===== config.mk =====
export PLATFORM = sky130hd
export DESIGN_NAME = irq_group_arbiter
export DESIGN_NICKNAME = d
export VERILOG_FILES = /design/src/rtl/irqgrp_pkg.sv /design/src/rtl/irqgrp_datapath.sv /design/src/rtl/irqgrp_control.sv /design/src/rtl/irq_group_arbiter.sv
export SDC_FILE = /design/constraint.sdc
export NUM_CORES = 1
export LEC_CHECK = 0
export ABC_AREA = 1
export BUFFER_PORTS_ARGS = -buffer_cell sky130_fd_sc_hd__buf_2
export CORE_MARGIN = 2
export CORE_UTILIZATION = 36
export CTS_CLUSTER_DIAMETER = 100
export DETAILED_ROUTE_END_ITERATION = 12
export PLACE_DENSITY = 0.63
export SLEW_MARGIN = 0
export SYNTH_ARGS = -nofsm -noshare
export SYNTH_HDL_FRONTEND = slang
export SYNTH_SLANG_ARGS = --single-unit

===== constraint.sdc =====
create_clock -name clk -period 22.8 [get_ports clk]
set_clock_uncertainty 0.2 [all_clocks]
set_input_delay 6.84 -clock clk [delete_from_list [all_inputs] [get_ports clk]]
set_output_delay 6.84 -clock clk [all_outputs]
set_load 0.05 [all_outputs]

===== src/rtl/irqgrp_pkg.sv =====
package irqgrp_pkg;
  localparam int NUM_SRC   = 14;
  localparam int NUM_GRP   = 6;
  localparam int NUM_LVL   = 4;
  localparam int LVL_W     = $clog2(NUM_LVL);
  localparam int IDX_W     = $clog2(NUM_SRC);
  localparam int VEC_W     = 16;
  localparam int NUM_EXT   = 7;
  localparam int NUM_PFLAG = 10;
  localparam int NUM_MODE  = 4;

  // source indices with special trigger handling
  localparam int IX_EXT0 = 0;
  localparam int IX_EXT1 = 2;
  localparam int IX_EXT2 = 7;
  localparam int IX_EXT3 = 8;
  localparam int IX_EXT4 = 9;
  localparam int IX_EXT6 = 11;

  // strobes from control to datapath
  typedef struct packed {
    logic             clrEn;
    logic [IDX_W-1:0] clrIdx;
  } dpStrobe_t;

  function automatic int srcGroup(input int s);
    return (s < 2 * NUM_GRP) ? (s % NUM_GRP) : (s - 8);
  endfunction

  function automatic logic [VEC_W-1:0] srcVector(input int s);
    if (s < 6)       return VEC_W'(16'h0003 + 8 * s);
    else if (s < 12) return VEC_W'(16'h0043 + 8 * (s - 6));
    else if (s == 12) return VEC_W'(16'h0083);
    else              return VEC_W'(16'h009B);
  endfunction
endpackage


===== src/rtl/irqgrp_datapath.sv =====
module irqgrp_datapath
  import irqgrp_pkg::*;
(
  input  logic                             clk,
  input  logic                             rstN,
  input  logic                             mcStrobe,
  input  logic [NUM_EXT-1:0]               extPin,
  input  logic [NUM_PFLAG-1:0]             periphFlag,
  input  logic [NUM_MODE-1:0]              extMode,
  input  logic                             enWe,
  input  logic [NUM_SRC:0]                 enData,
  input  logic                             prioWe,
  input  logic [NUM_GRP-1:0]               prio0Data,
  input  logic [NUM_GRP-1:0]               prio1Data,
  input  dpStrobe_t                        stb,
  output logic [NUM_SRC-1:0]               reqQ,
  output logic [NUM_SRC-1:0][LVL_W-1:0]    srcLvl
);
  localparam logic [NUM_SRC-1:0] IDLE_HIGH = NUM_SRC'((1 << IX_EXT0) | (1 << IX_EXT1));

  logic [NUM_SRC-1:0] rawSrc, smpReg, prvReg;
  logic [NUM_SRC:0]   enReg;
  logic [NUM_GRP-1:0] prio0Reg, prio1Reg;

  always_comb begin
    rawSrc     = '0;
    rawSrc[0]  = extPin[0];
    rawSrc[1]  = periphFlag[0];
    rawSrc[2]  = extPin[1];
    rawSrc[3]  = periphFlag[1];
    rawSrc[4]  = periphFlag[2] | periphFlag[3];
    rawSrc[5]  = periphFlag[4] | periphFlag[5];
    rawSrc[6]  = periphFlag[6];
    rawSrc[11:7] = extPin[6:2];
    rawSrc[12] = periphFlag[7] | periphFlag[8];
    rawSrc[13] = periphFlag[9];
  end

  always_ff @(posedge clk) begin
    if (!rstN) begin
      smpReg <= IDLE_HIGH;
      prvReg <= IDLE_HIGH;
    end else if (mcStrobe) begin
      smpReg <= rawSrc;
      prvReg <= smpReg;
    end
  end

  always_ff @(posedge clk) begin
    if (!rstN) begin
      enReg    <= '0;
      prio0Reg <= '0;
      prio1Reg <= '0;
    end else begin
      if (enWe) enReg <= enData;
      if (prioWe) begin
        prio0Reg <= prio0Data;
        prio1Reg <= prio1Data;
      end
    end
  end

  for (genvar i = 0; i < NUM_SRC; i++) begin : g_src
    localparam int GRP = srcGroup(i);
    logic edgeMode, riseMode, actLow, seen, flagReg, rawReq;

    if (i == IX_EXT0 || i == IX_EXT1) begin : g_lowsel
      assign edgeMode = extMode[i / 2];
      assign riseMode = 1'b0;
      assign actLow   = 1'b1;
    end else if (i == IX_EXT2 || i == IX_EXT3) begin : g_dirsel
      assign edgeMode = 1'b1;
      assign riseMode = extMode[i - 5];
      assign actLow   = 1'b0;
    end else if (i >= IX_EXT4 && i <= IX_EXT6) begin : g_rise
      assign edgeMode = 1'b1;
      assign riseMode = 1'b1;
      assign actLow   = 1'b0;
    end else begin : g_lvl
      assign edgeMode = 1'b0;
      assign riseMode = 1'b0;
      assign actLow   = 1'b0;
    end

    assign seen = riseMode ? (~prvReg[i] & smpReg[i]) : (prvReg[i] & ~smpReg[i]);

    always_ff @(posedge clk) begin
      if (!rstN)                                 flagReg <= 1'b0;
      else if (mcStrobe && edgeMode && seen)     flagReg <= 1'b1;
      else if ((stb.clrEn && stb.clrIdx == IDX_W'(i)) || !edgeMode)
                                                 flagReg <= 1'b0;
    end

    assign rawReq    = edgeMode ? flagReg : (prvReg[i] ^ actLow);
    assign reqQ[i]   = rawReq & enReg[i] & enReg[NUM_SRC];
    assign srcLvl[i] = {prio1Reg[GRP], prio0Reg[GRP]};
  end
endmodule


===== src/rtl/irqgrp_control.sv =====
module irqgrp_control
  import irqgrp_pkg::*;
(
  input  logic                          clk,
  input  logic                          rstN,
  input  logic                          mcStrobe,
  input  logic [NUM_SRC-1:0]            reqQ,
  input  logic [NUM_SRC-1:0][LVL_W-1:0] srcLvl,
  input  logic                          vecAck,
  input  logic                          retStrobe,
  output dpStrobe_t                     stb,
  output logic                          vecValid,
  output logic [VEC_W-1:0]              vecAddr
);
  logic [NUM_LVL-1:0] inSvc, topMask, inSvcNext;
  logic [LVL_W-1:0]   topLvl, winLvl, vecLvl;
  logic               anyAct, winFound, pollValid, issue, ackDone;
  logic [IDX_W-1:0]   winIdx, pollIdx, vecIdx;
  logic [NUM_SRC-1:0] elig;

  always_comb begin
    anyAct  = |inSvc;
    topLvl  = '0;
    for (int l = 0; l < NUM_LVL; l++)
      if (inSvc[l]) topLvl = LVL_W'(l);
    topMask = '0;
    topMask[topLvl] = anyAct;
  end

  always_comb begin
    winFound = 1'b0;
    winIdx   = '0;
    winLvl   = '0;
    for (int i = 0; i < NUM_SRC; i++) begin
      elig[i] = reqQ[i] && (!anyAct || srcLvl[i] > topLvl);
      if (elig[i] && (!winFound || srcLvl[i] > winLvl)) begin
        winFound = 1'b1;
        winIdx   = IDX_W'(i);
        winLvl   = srcLvl[i];
      end
    end
  end

  assign issue   = mcStrobe && !vecValid && pollValid && elig[pollIdx];
  assign ackDone = vecValid && vecAck;

  always_comb begin
    inSvcNext = retStrobe ? (inSvc & ~topMask) : inSvc;
    if (ackDone) inSvcNext[vecLvl] = 1'b1;
  end

  always_ff @(posedge clk) begin
    if (!rstN) begin
      pollValid <= 1'b0;
      pollIdx   <= '0;
      vecValid  <= 1'b0;
      vecAddr   <= '0;
      vecIdx    <= '0;
      vecLvl    <= '0;
      inSvc     <= '0;
    end else begin
      inSvc <= inSvcNext;
      if (mcStrobe) begin
        pollValid <= winFound;
        pollIdx   <= winIdx;
      end
      if (issue) begin
        vecValid <= 1'b1;
        vecAddr  <= srcVector(int'(pollIdx));
        vecIdx   <= pollIdx;
        vecLvl   <= srcLvl[pollIdx];
      end else if (ackDone) begin
        vecValid <= 1'b0;
      end
    end
  end

  assign stb.clrEn  = ackDone;
  assign stb.clrIdx = vecIdx;
endmodule


===== src/rtl/irq_group_arbiter.sv =====
module irq_group_arbiter
  import irqgrp_pkg::*;
(
  input  logic                 clk,
  input  logic                 rstN,
  input  logic                 mcStrobe,
  input  logic [NUM_EXT-1:0]   extPin,
  input  logic [NUM_PFLAG-1:0] periphFlag,
  input  logic [NUM_MODE-1:0]  extMode,
  input  logic                 enWe,
  input  logic [NUM_SRC:0]     enData,
  input  logic                 prioWe,
  input  logic [NUM_GRP-1:0]   prio0Data,
  input  logic [NUM_GRP-1:0]   prio1Data,
  input  logic                 vecAck,
  input  logic                 retStrobe,
  output logic                 vecValid,
  output logic [VEC_W-1:0]     vecAddr
);
  dpStrobe_t                     stb;
  logic [NUM_SRC-1:0]            reqQ;
  logic [NUM_SRC-1:0][LVL_W-1:0] srcLvl;

  irqgrp_datapath u_dp (
    .clk(clk), .rstN(rstN), .mcStrobe(mcStrobe),
    .extPin(extPin), .periphFlag(periphFlag), .extMode(extMode),
    .enWe(enWe), .enData(enData), .prioWe(prioWe),
    .prio0Data(prio0Data), .prio1Data(prio1Data),
    .stb(stb), .reqQ(reqQ), .srcLvl(srcLvl)
  );

  irqgrp_control u_ctl (
    .clk(clk), .rstN(rstN), .mcStrobe(mcStrobe),
    .reqQ(reqQ), .srcLvl(srcLvl), .vecAck(vecAck), .retStrobe(retStrobe),
    .stb(stb), .vecValid(vecValid), .vecAddr(vecAddr)
  );
endmodule


==> metrics.csv <==
metric,value,unit
Syn-to-layout area delta,15.6,%
Worst path slowest cell,a21oi_1,
Worst-Margin Slew,0.775,ns
top-area cell type share of the netlist area,0.335,
critical path's most frequent cell,nand2_1,
drt pass-1 iters,5,
Syn Inst Count,755,
pwr dens,66.2,nW/um^2
GRT overflow,0,
Clock Tree Root,clkbuf_16,
global-route wire length before repair,22100,um
Post-synth EDFFs,0,
RePlAce Congestion,0.846,
Synth area leaders,"dfxtp_1 (33%), nand2_1 (10%), o21ai_0 (8.6%), ha_1 (8.3%), nor2_1 (8.2%)",
Final TNS setup,0,ns
setup bufs post-CTS,0,
post-route ant nets,0,
Final setup viols,0,
initial antenna violation count,0,
main combinational cell family by area after synthesis,simple AND/OR/NAND/NOR gates,
post-DP HPWL,9820,um
Post-Synth Adder-Cell Area,0.0827,
die width,124,um
combinational power share,0.119,
Initial Util,0.369,
residual DRC count,0,
Min-Delay Path Class,flop to flop,
CTS buffer count,9,
total core area,13900,sq um
share of layout cells above drive strength 1,0.172,
critical path type,primary input to flop,
GRT Util Overall,0.186,
DP Area,5580,sq um
DRT iter0 DRCs,303,
Setup crit end kind,flop,
sw frac,0.250,
Flop pwr share,0.419,
"Async S/R FF share, synth",0,
area occupied by multi-input gates,2990,sq um
Simple-Gate Fraction of Synth Area,0.309,
Clock Tree Buf Depth,2,
mux contribution to synthesized area,0,
via count,4879,
final instance area,5950,sq um
main flop type after synthesis,dfxtp_1,
I/O pin cnt,72,
WL per Instance,13.4,um
final WL,13200,um
FILL cells,1469,
f_max,48.6,MHz
antenna cell count,0,
count of different cell masters after synthesis,40,
CTS Sinks,86,
H-tree levels,3,
Die Y,124,um
CP required,22.86,ns
XOR/XNOR Fraction of Synth Area,0.00170,
largest net degree at the start of global routing,62,
Synth Area per Inst,6.81,sq um
# nets final,894,
Rel. slew slack,0.480,
Die ar.,15300,sq um
Synth Net Count,844,
critical path startpoint category,primary input,
Yosys reg bits,86,
Leak Pwr,2.87,nW
area occupied by registers,1720,sq um
drt via density,4.93,
vias in the first global route,4477,
row cnt,43,
Post-CTS Resized,0,
status,"finished, final reports clean",
final period utilization,0.903,
CTS tree,yes,
CTS clock-pin slew for the worst setup and hold paths,0.06,ns
worst skew pair latency,0.35,ns
RSZ-0062 raised after global routing,false,
Worst VDD drop,0.0000379,V
Final Slew Violations,0,
cts hold-fix bufs,0,
Hold WS,0.259,ns
P_int,0.000295,W
final hold vios,0,
max cap viols,0,
Synth Warn #,0,
Worst path max stage delay,0.34,ns
power share of the clock group,0.462,
"count leader, synth",nand2_1,
Tmin final,20.58,ns
Port Buffer Count,70,
"area leader, netlist",dfxtp_1,
post-synthesis cell area,5140,sq um
Psw,0.0000986,W
CP max FO,6,
synth cell count leaders,"nand2_1 (138), nor2_1 (112), o21ai_0 (88)",
sequential area share after synthesis,0.335,
"Arr. time, crit path",20.64,ns
Compound-Gate Fraction of Synth Area,0.188,
==> cell type report <==
type,count,area share
clock buffer,10,0.0385
tap,180,0.0379
multi-input combinational,564,0.504
clock inverter,6,0.0236
sequential,86,0.290
inverter,72,0.0455
timing repair buffer,72,0.0614
==> stage by stage <==
stage | cells | setup slack (ns) | power (W) | util
2_1_floorplan | 755 | 3.46 | 0.000200 | -
3_3_place_gp | 974 | 2.14 | 0.000215 | 0.400
3_5_place_dp | 974 | 1.89 | 0.000215 | 0.400
4_1_cts | 990 | 2.24 | 0.000397 | 0.427
5_1_grt | 990 | 0.870 | 0.000413 | 0.427
6_report | 990 | 2.22 | 0.000394 | 0.427
==> sequential cells by signal (all words and copies together), names as in the netlist <==
signal,cells
u_ctl.inSvc,4
u_ctl.pollIdx,4
u_ctl.pollValid,1
u_ctl.vecAddr,8
u_ctl.vecIdx,4
u_ctl.vecLvl,2
u_ctl.vecValid,1
u_dp.enReg,15
u_dp.g_src.flagReg,7
u_dp.prio0Reg,6
u_dp.prio1Reg,6
u_dp.prvReg,14
u_dp.smpReg,14
==> power by group through the flow <==
stage          registers, W  logic (W)  clock network [W]
6_report           0.000165  0.0000468           0.000182
5_1_grt            0.000166  0.0000542           0.000193
4_1_cts            0.000165  0.0000471           0.000185
3_5_place_dp       0.000168  0.0000468                  0
3_3_place_gp       0.000168  0.0000464                  0
2_1_floorplan      0.000165  0.0000346                  0
==> path summary, 6_finish.rpt <==
| kind | from | end | slack (ns) | depth (start not counted) |
|---|---|---|---|---|
| hold reg to reg | u_dp.prvReg[10] | u_dp.prvReg[10] | 0.26 | 2 |
| setup reg to reg | u_ctl.inSvc[2] | u_ctl.pollIdx[1] | 8.02 | 107 |
| setup / recovery | extMode[0] | u_ctl.pollIdx[1] | 2.22 | 104 |
| hold / removal | u_dp.prvReg[10] | u_dp.prvReg[10] | 0.26 | 2 |
==> cell usage in the layout (no fill, tap or decap), types with 4 or more instances in the layout <==
cell,n
a21oi_1,52
a21oi_2,5
buf_2,70
bufinv_16,4
clkbuf_16,9
dfxtp_1,86
ha_1,34
inv_1,68
nand2_1,138
nand2_2,19
nand2_4,7
nand3_1,37
nand3_2,10
nand4_1,7
nor2_1,112
nor3_1,6
o211ai_1,4
o21ai_0,88
o21ai_1,9
or2_2,7
==> routing by layer <==
layer,share of wire,global-route usage,vias to the layer above
met1,0.49,0.256,2178
met4,0.016,0.0547,0
li1,-,-,2592
met5,0,0,-
met2,0.45,0.297,93
met3,0.038,0.0318,16
==> worst max-delay path: cells and delay by family <==
kind / cells / cell delay, ns
compound gates: 24 / 3.69
fa+ha+maj: 13 / 3.67
buf+inv: 15 / 0.95
simple gates: 52 / 5.49
==> kinds of logic (layout without fill, tap and decap cells) <==
logic type	Yosys count	after routing
XOR/XNOR	1	1
AO/OA/AOI/OAI	178	178
flip-flops	86	86
other	1	1
adder cells (fa/ha/maj)	34	34
AND/OR/NAND/NOR	350	350
buffers and inverters	105	160
(Power assumes the default switching activity.)
